--- src/rtl/cmdp_pkg.sv ---
package cmdp_pkg;
  localparam logic [2:0] OP_READ = 3'd1;
  localparam logic [2:0] OP_PCFG = 3'd2;
  localparam logic [2:0] OP_GWR  = 3'd3;
  localparam logic [2:0] OP_ARST = 3'd4;

  typedef enum logic [2:0] {
    S_IDLE, S_READ, S_PCFG, S_GWR, S_ARST
  } seq_st_t;

  // number of columns named by a group size code
  function automatic int grp_count(input logic [1:0] code, input int ncol);
    case (code)
      2'b00:   return 1;
      2'b01:   return 2;
      2'b10:   return 4;
      default: return ncol;
    endcase
  endfunction
endpackage

--- src/rtl/cmdp_rx.sv ---
module cmdp_rx #(
  parameter int CMD_W = 14
) (
  input  logic             clk,
  input  logic             rst_n,
  input  logic             ser_in,
  input  logic             ser_valid,
  input  logic             accept,
  output logic             cmd_done,
  output logic [CMD_W-1:0] cmd_word
);
  localparam int CNTW = $clog2(CMD_W);

  logic [CMD_W-2:0] sr;
  logic [CNTW-1:0]  cnt;
  logic             take;

  assign take     = accept && ser_valid;
  assign cmd_done = take && (cnt == CNTW'(CMD_W-1));
  assign cmd_word = {sr, ser_in};

  always_ff @(posedge clk or negedge rst_n) begin
    if (!rst_n) begin
      sr  <= '0;
      cnt <= '0;
    end else if (take) begin
      sr  <= {sr[CMD_W-3:0], ser_in};
      cnt <= cmd_done ? '0 : cnt + 1'b1;
    end
  end

  // the bit counter never runs past one word
  p_cnt_range_r2: assert property (@(posedge clk) disable iff (!rst_n)
    cnt <= CNTW'(CMD_W-1));
endmodule

--- src/rtl/cmdp_seq.sv ---
module cmdp_seq
  import cmdp_pkg::*;
#(
  parameter int NCOL    = 64,
  parameter int AW      = 3,
  parameter int RD_LEN  = 8,
  parameter int CFG_LEN = 4,
  parameter int GREG_W  = 8,
  localparam int COLW   = $clog2(NCOL),
  localparam int CMD_W  = 5 + COLW + AW
) (
  input  logic              clk,
  input  logic              rst_n,
  input  logic              ser_in,
  input  logic              ser_valid,
  input  logic              cmd_done,
  input  logic [CMD_W-1:0]  cmd_word,
  output logic              busy,
  output logic [NCOL-1:0]   col_sel,
  output logic              col_readout,
  output logic              col_load,
  output logic [NCOL-1:0]   col_data,
  output logic              array_rst,
  output logic              cfg_done,
  output logic              greg_we,
  output logic [AW-1:0]     greg_addr,
  output logic [GREG_W-1:0] greg_wdata
);
  localparam int MAXL = (RD_LEN > CFG_LEN) ? ((RD_LEN > GREG_W) ? RD_LEN : GREG_W)
                                           : ((CFG_LEN > GREG_W) ? CFG_LEN : GREG_W);
  localparam int CW = (MAXL > 1) ? $clog2(MAXL) : 1;

  function automatic logic [NCOL-1:0] col_mask(input logic [1:0] code,
                                               input logic [COLW-1:0] start);
    logic [NCOL-1:0] m;
    int n;
    n = grp_count(code, NCOL);
    for (int c = 0; c < NCOL; c++)
      m[c] = (code == 2'b11) || ((c >= int'(start)) && (c < int'(start) + n));
    return m;
  endfunction

  logic [2:0]      f_op;
  logic [1:0]      f_size;
  logic [COLW-1:0] f_start;
  logic [AW-1:0]   f_addr;

  assign f_op    = cmd_word[CMD_W-1 -: 3];
  assign f_size  = cmd_word[CMD_W-4 -: 2];
  assign f_start = cmd_word[AW +: COLW];
  assign f_addr  = cmd_word[AW-1:0];

  seq_st_t           st;
  logic [NCOL-1:0]   mask_q;
  logic [AW-1:0]     addr_q;
  logic [CW-1:0]     cnt;
  logic [GREG_W-2:0] sh;
  logic              rd_last, bit_in_cfg, bit_in_gwr;

  assign rd_last    = (st == S_READ) && (cnt == CW'(RD_LEN-1));
  assign bit_in_cfg = (st == S_PCFG) && ser_valid;
  assign bit_in_gwr = (st == S_GWR) && ser_valid;

  assign busy        = (st != S_IDLE);
  assign col_readout = (st == S_READ);
  assign col_sel     = (st == S_READ || st == S_PCFG) ? mask_q : '0;
  assign col_load    = bit_in_cfg;
  assign col_data    = bit_in_cfg ? (mask_q & {NCOL{ser_in}}) : '0;
  assign cfg_done    = bit_in_cfg && (cnt == CW'(CFG_LEN-1));
  assign array_rst   = (st == S_ARST);
  assign greg_we     = bit_in_gwr && (cnt == CW'(GREG_W-1));
  assign greg_addr   = addr_q;
  assign greg_wdata  = {sh, ser_in};

  always_ff @(posedge clk or negedge rst_n) begin
    if (!rst_n) begin
      st     <= S_IDLE;
      mask_q <= '0;
      addr_q <= '0;
      cnt    <= '0;
      sh     <= '0;
    end else begin
      case (st)
        S_IDLE: if (cmd_done) begin
          mask_q <= col_mask(f_size, f_start);
          addr_q <= f_addr;
          cnt    <= '0;
          case (f_op)
            OP_READ: st <= S_READ;
            OP_PCFG: st <= S_PCFG;
            OP_GWR:  st <= S_GWR;
            OP_ARST: st <= S_ARST;
            default: st <= S_IDLE;
          endcase
        end
        S_READ: begin
          if (rd_last) st <= S_IDLE;
          else         cnt <= cnt + 1'b1;
        end
        S_PCFG: if (ser_valid) begin
          if (cfg_done) st <= S_IDLE;
          else          cnt <= cnt + 1'b1;
        end
        S_GWR: if (ser_valid) begin
          sh <= greg_wdata[GREG_W-2:0];
          if (greg_we) st <= S_IDLE;
          else         cnt <= cnt + 1'b1;
        end
        default: st <= S_IDLE;
      endcase
    end
  end

  // array reset lasts one cycle and frees the block
  p_rst_pulse_r7: assert property (@(posedge clk) disable iff (!rst_n)
    array_rst |=> (!array_rst && !busy));
  // nothing reaches the columns while idle
  p_idle_quiet_r8: assert property (@(posedge clk) disable iff (!rst_n)
    !busy |-> (col_sel == '0 && !col_load && !col_readout));
  // a readout group is nonempty and 1..4 columns or all of them
  p_grp_size_r3: assert property (@(posedge clk) disable iff (!rst_n)
    col_readout |-> (col_sel != '0 && ($countones(col_sel) <= 4 || &col_sel)));
  // a command is only completed while no other runs
  p_cmd_idle_r2: assert property (@(posedge clk) disable iff (!rst_n)
    cmd_done |-> !busy);
  // the group stays fixed through a readout
  p_sel_hold_r4: assert property (@(posedge clk) disable iff (!rst_n)
    (col_readout && $past(col_readout)) |-> $stable(col_sel));
endmodule

--- src/rtl/cmdp_greg.sv ---
module cmdp_greg #(
  parameter int N  = 8,
  parameter int W  = 8,
  parameter int AW = 3
) (
  input  logic           clk,
  input  logic           rst_n,
  input  logic           we,
  input  logic [AW-1:0]  addr,
  input  logic [W-1:0]   wdata,
  output logic [N*W-1:0] regs_flat
);
  for (genvar g = 0; g < N; g++) begin : g_reg
    logic [W-1:0] r;
    always_ff @(posedge clk or negedge rst_n) begin
      if (!rst_n)                     r <= '0;
      else if (we && addr == AW'(g))  r <= wdata;
    end
    assign regs_flat[g*W +: W] = r;
  end

  // registers change only on a write strobe
  p_greg_hold_r6: assert property (@(posedge clk) disable iff (!rst_n)
    !we |=> $stable(regs_flat));
endmodule

--- src/rtl/cmd_periph_ctrl.sv ---
module cmd_periph_ctrl #(
  parameter int NCOL    = 64,
  parameter int NGREG   = 8,
  parameter int GREG_W  = 8,
  parameter int RD_LEN  = 8,
  parameter int CFG_LEN = 4,
  localparam int AW     = $clog2(NGREG),
  localparam int COLW   = $clog2(NCOL),
  localparam int CMD_W  = 5 + COLW + AW
) (
  input  logic                    clk,
  input  logic                    rst_n,
  input  logic                    ser_in,
  input  logic                    ser_valid,
  input  logic                    shutter_pin,
  input  logic                    poweroff_pin,
  input  logic                    tpulse_pin,
  output logic                    busy,
  output logic [NCOL-1:0]         col_sel,
  output logic                    col_readout,
  output logic                    col_load,
  output logic [NCOL-1:0]         col_data,
  output logic                    array_rst,
  output logic                    shutter,
  output logic                    analog_off,
  output logic                    test_pulse,
  output logic [NGREG*GREG_W-1:0] greg_out
);
  logic             cmd_done, cfg_done, greg_we, configured;
  logic [CMD_W-1:0] cmd_word;
  logic [AW-1:0]    greg_addr;
  logic [GREG_W-1:0] greg_wdata;

  cmdp_rx #(.CMD_W(CMD_W)) u_rx (
    .clk(clk), .rst_n(rst_n), .ser_in(ser_in), .ser_valid(ser_valid),
    .accept(!busy), .cmd_done(cmd_done), .cmd_word(cmd_word)
  );

  cmdp_seq #(.NCOL(NCOL), .AW(AW), .RD_LEN(RD_LEN), .CFG_LEN(CFG_LEN),
             .GREG_W(GREG_W)) u_seq (
    .clk(clk), .rst_n(rst_n), .ser_in(ser_in), .ser_valid(ser_valid),
    .cmd_done(cmd_done), .cmd_word(cmd_word), .busy(busy),
    .col_sel(col_sel), .col_readout(col_readout), .col_load(col_load),
    .col_data(col_data), .array_rst(array_rst), .cfg_done(cfg_done),
    .greg_we(greg_we), .greg_addr(greg_addr), .greg_wdata(greg_wdata)
  );

  cmdp_greg #(.N(NGREG), .W(GREG_W), .AW(AW)) u_greg (
    .clk(clk), .rst_n(rst_n), .we(greg_we), .addr(greg_addr),
    .wdata(greg_wdata), .regs_flat(greg_out)
  );

  always_ff @(posedge clk or negedge rst_n) begin
    if (!rst_n)         configured <= 1'b0;
    else if (array_rst) configured <= 1'b0;
    else if (cfg_done)  configured <= 1'b1;
  end

  assign shutter    = shutter_pin;
  assign analog_off = poweroff_pin;
  assign test_pulse = tpulse_pin && configured;

  // no test pulse in the cycle after an array reset
  p_tp_after_rst_r9: assert property (@(posedge clk) disable iff (!rst_n)
    array_rst |=> !test_pulse);
  // test pulse becomes possible only after a completed configuration
  p_tp_cfg_r9: assert property (@(posedge clk) disable iff (!rst_n)
    ($rose(test_pulse) && $past(tpulse_pin)) |-> $past(cfg_done));
endmodule

--- config.mk ---
export PLATFORM = sky130hd
export DESIGN_NAME = cmd_periph_ctrl
export DESIGN_NICKNAME = d
export VERILOG_FILES = /design/src/rtl/cmdp_pkg.sv /design/src/rtl/cmdp_rx.sv /design/src/rtl/cmdp_seq.sv /design/src/rtl/cmdp_greg.sv /design/src/rtl/cmd_periph_ctrl.sv
export SDC_FILE = /design/constraint.sdc
export NUM_CORES = 1
export LEC_CHECK = 0
export ABC_AREA = 1
export BUFFER_PORTS_ARGS = -buffer_cell sky130_fd_sc_hd__buf_2
export CAP_MARGIN = 20
export CORE_MARGIN = 1
export CORE_UTILIZATION = 42
export CTS_BUF_LIST = sky130_fd_sc_hd__clkbuf_4
export CTS_CLUSTER_SIZE = 14
export DETAILED_ROUTE_END_ITERATION = 12
export GPL_TIMING_DRIVEN = 0
export SYNTH_ARGS = -nofsm -noshare
export SYNTH_HDL_FRONTEND = slang
export SYNTH_SLANG_ARGS = --single-unit
--- constraint.sdc ---
create_clock -name clk -period 3.42 [get_ports clk]
set_input_delay 0.342 -clock clk [delete_from_list [all_inputs] [get_ports clk]]
set_output_delay 0.342 -clock clk [all_outputs]
set_load 0.01 [all_outputs]
==> impl_metrics.yaml, run 1 <==
power_and_ir_drop:
  leakage_nw: 5.72
  power_density_nw_per_um2: 837
  max-vdd-ir-drop_v: 0.000317
  comb_power_share: 0.534
  p_switching_w: 0.00460
  p_clk_frac: 0.139
  p_seq_frac: 0.327
  switching_share: 0.526
  p_int_w: 0.00414
detailed_routing:
  viasPerCell: 5.11
  drtAntennaViolNets: 0
  drt_iter0_drc: 731
  drc: 0
  vias: 8518
  avgRoutedWirePerCell_um: 17.8
  routed_wl_um: 29600
  drtPass1Iterations: 6
timing:
  tns_ns: 0
  slew_violations: 0
  rsz0062_at_grt: "false"
  hold_viol_final: 0
  finalCriticalPeriod_ns: 3.07
  tightest_slew_ns: 0.785
  period_share: 0.898
  clock.fmax_ghz: 0.326
  fin_skew_ns: 0.0327
  setup_viol: 0
  slew_headroom: 0.476
worst_setup_path:
  cp.required_ns: 3.08
  cp_data_arrival_time_ns: 2.73
  path_cells: "inv_2 -> nor2_2 -> nand2_1 -> inv_1 -> nor2_2 -> clkbuf_1 -> nor2_1 -> buf_2"
  criticalPathCategory: "reg -> out"
  critical_path_peak_fanout: 10
  cp_num_cells: 8
  cpMaxStageDelayCell: "clkbuf_1"
  endpoint_kind: "output port"
  crit_path_start_kind: "flip-flop"
  crit_path_frequent_cell: "nor2_2"
  critPathBufInv: 4
  critPathMaxStageDelay_ns: 0.63
  rr_worst_depth: 11
  critical_path.top_delay_family: "buffers and inverters"
placed_design:
  place_congestion: 0.988
  portBuffers: 203
  placedCellCount: 1631
  dp_hpwl_um: 22100
cts:
  clk_latency_ns: 0.61
  tritoncts: "yes"
  cts_sinks: 162
  h-tree-depth: 4
  clk_pin_slew_worst_paths_ns: 0.18
  post-cts-setup-buffers: 0
  ctsRootBufferMaster: "clkbuf_4"
  cts.path.max_buffers: 2
  cts_inserted_buffers: 17
grt:
  antenna_found_initial: 1
  track_usage: 0.282
  grt_pass1_vias: 7791
  grt_overflow: 0
  grt_max_degree: 107
  grt_pass1_wl_um: 45500
finish:
  finalNonFillerCells: 1666
  drive_gt1_frac: 0.224
  final_nets: 1398
  fillCellCount: 2091
  final_core_util: 0.514
  syn2layout_area_growth_pct: 19.8
yosys:
  yosys_warnings: 0
  ys_seq_area_frac: 0.465
  syn_nets: 1173
  netlist_area_um2: 8710
  ys_types: 37
  synth_area_leader_cell: "dfrtp_1"
  synth_top_area_frac: 0.465
  ys_ff_latch: 162
  avgSynthCellArea_um2: 7.53
  synth_area_leaders: "dfrtp_1, nor2_1, nand2_1, inv_1, o21ai_0"
  netlist_instances: 1157
floorplan:
  die_area_um2: 21300
  die_w_um: 146
  fp.coreArea_um2: 20300
  start_util: 0.429
  ios: 206
  die_h_um: 146
  placementRows: 52
outcome:
  run_status: "completed"
job:
  maxCapViolCount: 0
hold_path:
  hp-class: "in -> async"
## registers in the layout, summed over array words and instances (netlist names)
signal,cells
u_greg.g.r,64
u_seq.mask_q,64
u_rx.sr,13
u_seq.sh,7
u_rx.cnt,4
u_seq.cnt,3
u_seq.greg_addr,3
u_seq.st,3
configured,1
## metal layers
| layer | vias to the layer above | GRT usage | wire length [um] |
|---|---|---|---|
| met2 | 343 | 0.430 | 13200 |
| met1 | 4017 | 0.414 | 13700 |
| met3 | 44 | 0.0481 | 2120 |
| met4 | 0 | 0.0771 | 609 |
| li1 | 4114 | - | - |
| met5 | - | 0 | 0 |
## power groups by stage
stage	sequential, W	clock (W)	combinational, W
floorplan	0.00278	0	0.00293
global placement	0.00289	0	0.00455
detailed placement	0.00290	0	0.00456
CTS	0.00286	0.00124	0.00459
global route	0.00293	0.00132	0.00510
finish	0.00286	0.00121	0.00467
## synth_stat cells
cell type	n
nand2_4	2
nand2_1	215
a221oi_1	1
fa_1	1
nand3_1	49
buf_2	15
nand3_4	3
o31ai_1	1
or2_2	1
o21bai_1	1
nor2_1	259
clkbuf_1	22
a211oi_1	1
nand3_2	5
inv_2	6
a21oi_1	76
buf_4	6
ha_1	8
nand3b_1	1
a22oi_1	3
nor2_8	1
o211ai_1	1
o21ai_4	1
nor2_2	3
o21ai_0	78
o21ai_1	63
clkinv_8	1
o21a_1	1
buf_6	14
inv_1	132
a31oi_1	2
nor3_1	4
nor2_4	4
o22ai_1	1
nand4_4	7
dfrtp_1	162
nand2_2	6
## metrics by stage
step / worst slack [ns] / instance area [um^2] / hold slack [ns] / power [W]
CTS: 0.0507 / 10400 / 0.204 / 0.00869
finish: 0.350 / 10400 / 0.207 / 0.00874
floorplan: 1.28 / 8710 / 0.0464 / 0.00571
global placement: -0.552 / 10100 / 0.459 / 0.00744
global route: 0.167 / 10400 / 0.213 / 0.00935
detailed placement: 0.759 / 10100 / 0.302 / 0.00747
## path summary, 6_finish.rpt
check                                                  from                                to  slack [ns]
setup / recovery                    u_seq.st[1]$_DFFE_PN0P_                        col_sel[5]        0.35
hold / removal                                        rst_n  u_greg.g_reg[4].r[2]$_DFFE_PN0P_        0.21
setup reg to reg                     u_rx.sr[9]$_DFFE_PN0P_      u_seq.mask_q[43]$_DFFE_PN0P_        0.66
hold reg to reg            u_greg.g_reg[1].r[2]$_DFFE_PN0P_  u_greg.g_reg[1].r[2]$_DFFE_PN0P_        0.50
max in group asynchronous                             rst_n      u_seq.mask_q[58]$_DFFE_PN0P_        2.29
min in group clk                                  ser_valid           u_seq.sh[0]$_DFFE_PN0P_        0.26
## timing repair
action	in CTS	in global routing
gates resized for setup	0	1
endpoints found under the setup margin	0	38
hold endpoints to repair	58	0
hold buffers	2	0
## final cells by class
cell class | instances | area, um^2 | share of cell area
Tap cell | 270 | 338 | 0.0324
Clock inverter | 15 | 183 | 0.0175
Clock buffer | 17 | 128 | 0.0122
Inverter | 139 | 534 | 0.0512
Sequential cell | 162 | 4050 | 0.388
Multi-Input combinational cell | 799 | 3770 | 0.361
Timing Repair Buffer | 206 | 1070 | 0.103
Antenna cell | 1 | 2.50 | 0.000240
Buffer | 57 | 360 | 0.0345
## kinds of logic (layout without fill, tap and decap cells)
| kind of cell | count (synthesis) | after routing | synth area share |
|---|---|---|---|
| and+or+nand+nor | 560 | 560 | 0.282 |
| buffers and inverters | 196 | 434 | 0.103 |
| DFF | 162 | 162 | 0.465 |
| adders and majority gates | 9 | 9 | 0.0138 |
| other | 0 | 1 | 0 |
| AOI/OAI and AO/OA | 230 | 230 | 0.137 |
## cells in the final DEF (no fill, tap or decap), types with 2 or more instances in the layout
master	n
inv_2	6
nor2_1	258
o21ai_0	78
ha_1	8
clkbuf_1	22
nand2_2	6
inv_8	6
nand3_1	49
nand3_2	5
buf_4	6
nor2_4	4
clkbuf_4	17
a31oi_1	2
a21oi_1	76
dfrtp_1	162
buf_6	14
nor2_2	4
nand4_4	7
inv_1	132
a22oi_1	3
nand3_4	3
o21ai_1	63
nand2_4	2
clkinv_4	2
buf_2	217
nor3_1	4
nand2_1	215
dlygate4sd3_1	2
clkinv_8	6
No activity file was read; power rests on OpenSTA's default activity.
==> inputs of run 2 (changes only) <==
--- a/config.mk
+++ b/config.mk
@@ -6,13 +6,13 @@
 export NUM_CORES = 1
 export LEC_CHECK = 0
 export ABC_AREA = 1
-export BUFFER_PORTS_ARGS = -buffer_cell sky130_fd_sc_hd__buf_2
 export CAP_MARGIN = 20
 export CORE_MARGIN = 1
-export CORE_UTILIZATION = 42
+export CORE_UTILIZATION = 45
 export CTS_BUF_LIST = sky130_fd_sc_hd__clkbuf_4
 export CTS_CLUSTER_SIZE = 14
 export DETAILED_ROUTE_END_ITERATION = 12
+export DONT_BUFFER_PORTS = 1
 export GPL_TIMING_DRIVEN = 0
 export SYNTH_ARGS = -nofsm -noshare
 export SYNTH_HDL_FRONTEND = slang
==> impl_metrics.yaml, run 2 (synthesized netlist as in run 1, its figures left out) <==
grt:
  grt_util_met1: 0.433
  grt_overflow: 0
  grt_pass1_vias: 7201
  grt_pass1_wl_um: 44300
  use_met3: 0.0710
  antenna_found_initial: 1
  track_usage: 0.301
  grt.busiest_layer: "met2"
  grt_max_degree: 163
  met2_usage: 0.448
timing:
  finalCriticalPeriod_ns: 3.30
  slew_headroom: 0.345
  tightest_slew_ns: 0.983
  slew_violations: 0
  fin_skew_ns: 0.0339
  clock.fmax_ghz: 0.303
  setup_viol: 0
  tns_ns: 0
  hold_viol_final: 162
  rsz0062_at_grt: "false"
  period_share: 0.964
  hold_ws_ns: -0.605
cts:
  ctsRootBufferMaster: "clkbuf_4"
  clk_pin_slew_worst_paths_ns: 0.18
  clk_latency_ns: 0.60
  h-tree-depth: 4
  cts_sinks: 162
  cts_hold_buffers: 1
  cts_inserted_buffers: 17
  tritoncts: "yes"
  post-cts-setup-buffers: 0
  cts.path.max_buffers: 2
detailed_routing:
  drt_iter0_drc: 735
  drc: 0
  vias: 7827
  drtAntennaViolNets: 0
  avgRoutedWirePerCell_um: 20.2
  routed_wl_um: 29300
  viasPerCell: 5.39
  drtPass1Iterations: 6
placed_design:
  place_congestion: 0.996
  dp_hpwl_um: 21300
  portBuffers: 0
finish:
  syn2layout_area_growth_pct: 7.55
  drive_gt1_frac: 0.0908
  top_regs: "u_greg.g.r (64), u_seq.mask_q (64), u_rx.sr (13)"
  final_common_cell: "nor2_1"
  final_core_util: 0.498
  layout_common_cells: "nor2_1, nand2_1, dfrtp_1"
  final_nets: 1193
power_and_ir_drop:
  leakage_nw: 4.61
  max-vdd-ir-drop_v: 0.000385
  power_density_nw_per_um2: 894
  total_power_w: 0.00838
outcome:
  run_status: "complete, but fails checks"
  violations: "negative hold slack"
hold_path:
  hp-class: "in -> async"
floorplan:
  ios: 206
  die_h_um: 141
  placementRows: 50
  start_util: 0.463
  die_w_um: 141
  die_area_um2: 19900
  fp.coreArea_um2: 18800
worst_setup_path:
  crit_path_start_kind: "flip-flop"
  endpoint_kind: "output port"
  critical_path_peak_fanout: 10
  criticalPathCategory: "reg -> out"
  cp_data_arrival_time_ns: 2.96
  cp.required_ns: 3.08
job:
  maxCapViolCount: 0
run 2: final timing paths:
path	from	endpoint	slack, ns	cells past startpoint
setup / recovery	u_seq.st[1]$_DFFE_PN0P_	col_sel[23]	0.12	7
hold / removal	rst_n	u_greg.g_reg[6].r[4]$_DFFE_PN0P_	-0.60	0
setup reg to reg	u_rx.sr[2]$_DFFE_PN0P_	u_seq.mask_q[37]$_DFFE_PN0P_	0.72	11
hold reg to reg	u_seq.sh[0]$_DFFE_PN0P_	u_seq.sh[1]$_DFFE_PN0P_	0.48	2
max in group asynchronous	rst_n	u_seq.mask_q[54]$_DFFE_PN0P_	3.74	0
min in group clk	ser_in	u_greg.g_reg[6].r[0]$_DFFE_PN0P_	0.11	2
run 2: worst max-delay path: stages (launching register included):
cell      delay [ns]
dfrtp_1         0.47
inv_2           0.08
nor2_2          0.04
nand2_1         0.08
inv_1           0.06
nor2_2          0.56
clkbuf_1        0.80
nor2_1          0.27
run 2: area by class of cell:
type	instances	area (um^2)
inverter	139	534
fill	1955	9460
sequential	162	4050
tap	260	325
clock buffer	17	128
timing repair buffer	1	10.0
antenna	2	5.00
buffer	57	360
clock inverter	15	188
multi-input combinational	799	3770
run 2: per-layer routing:
| metal | share of wire | up-vias |
|---|---|---|
| met3 | 0.083 | 35 |
| met1 | 0.46 | 3754 |
| met4 | 0.021 | 0 |
| met2 | 0.44 | 322 |
| li1 | - | 3716 |
| met5 | 0 | - |
run 2: power breakdown:
part / internal [W] / leakage (nW) / switching, W / total, W
sequential: 0.00246 / 2.09 / 0.000405 / 0.00287
combinational: 0.00107 / 2.36 / 0.00322 / 0.00429
clock: 0.000354 / 0.163 / 0.000865 / 0.00122
total: 0.00389 / 4.61 / 0.00449 / 0.00838
run 2: timing repair:
item	CTS	global route
resized for setup	1	0
endpoints found under the setup margin	32	0
endpoints found under the hold margin	164	162
run 2: stage by stage:
stage          setup slack (ns)  instances  area (um^2)
6_report                  0.121       1452         9370
5_1_grt                  0.0212       1452         9370
4_1_cts                  0.0938       1450         9370
3_5_place_dp              0.451       1417         9040
3_3_place_gp              0.491       1417         9040
2_1_floorplan              1.28       1157         8710
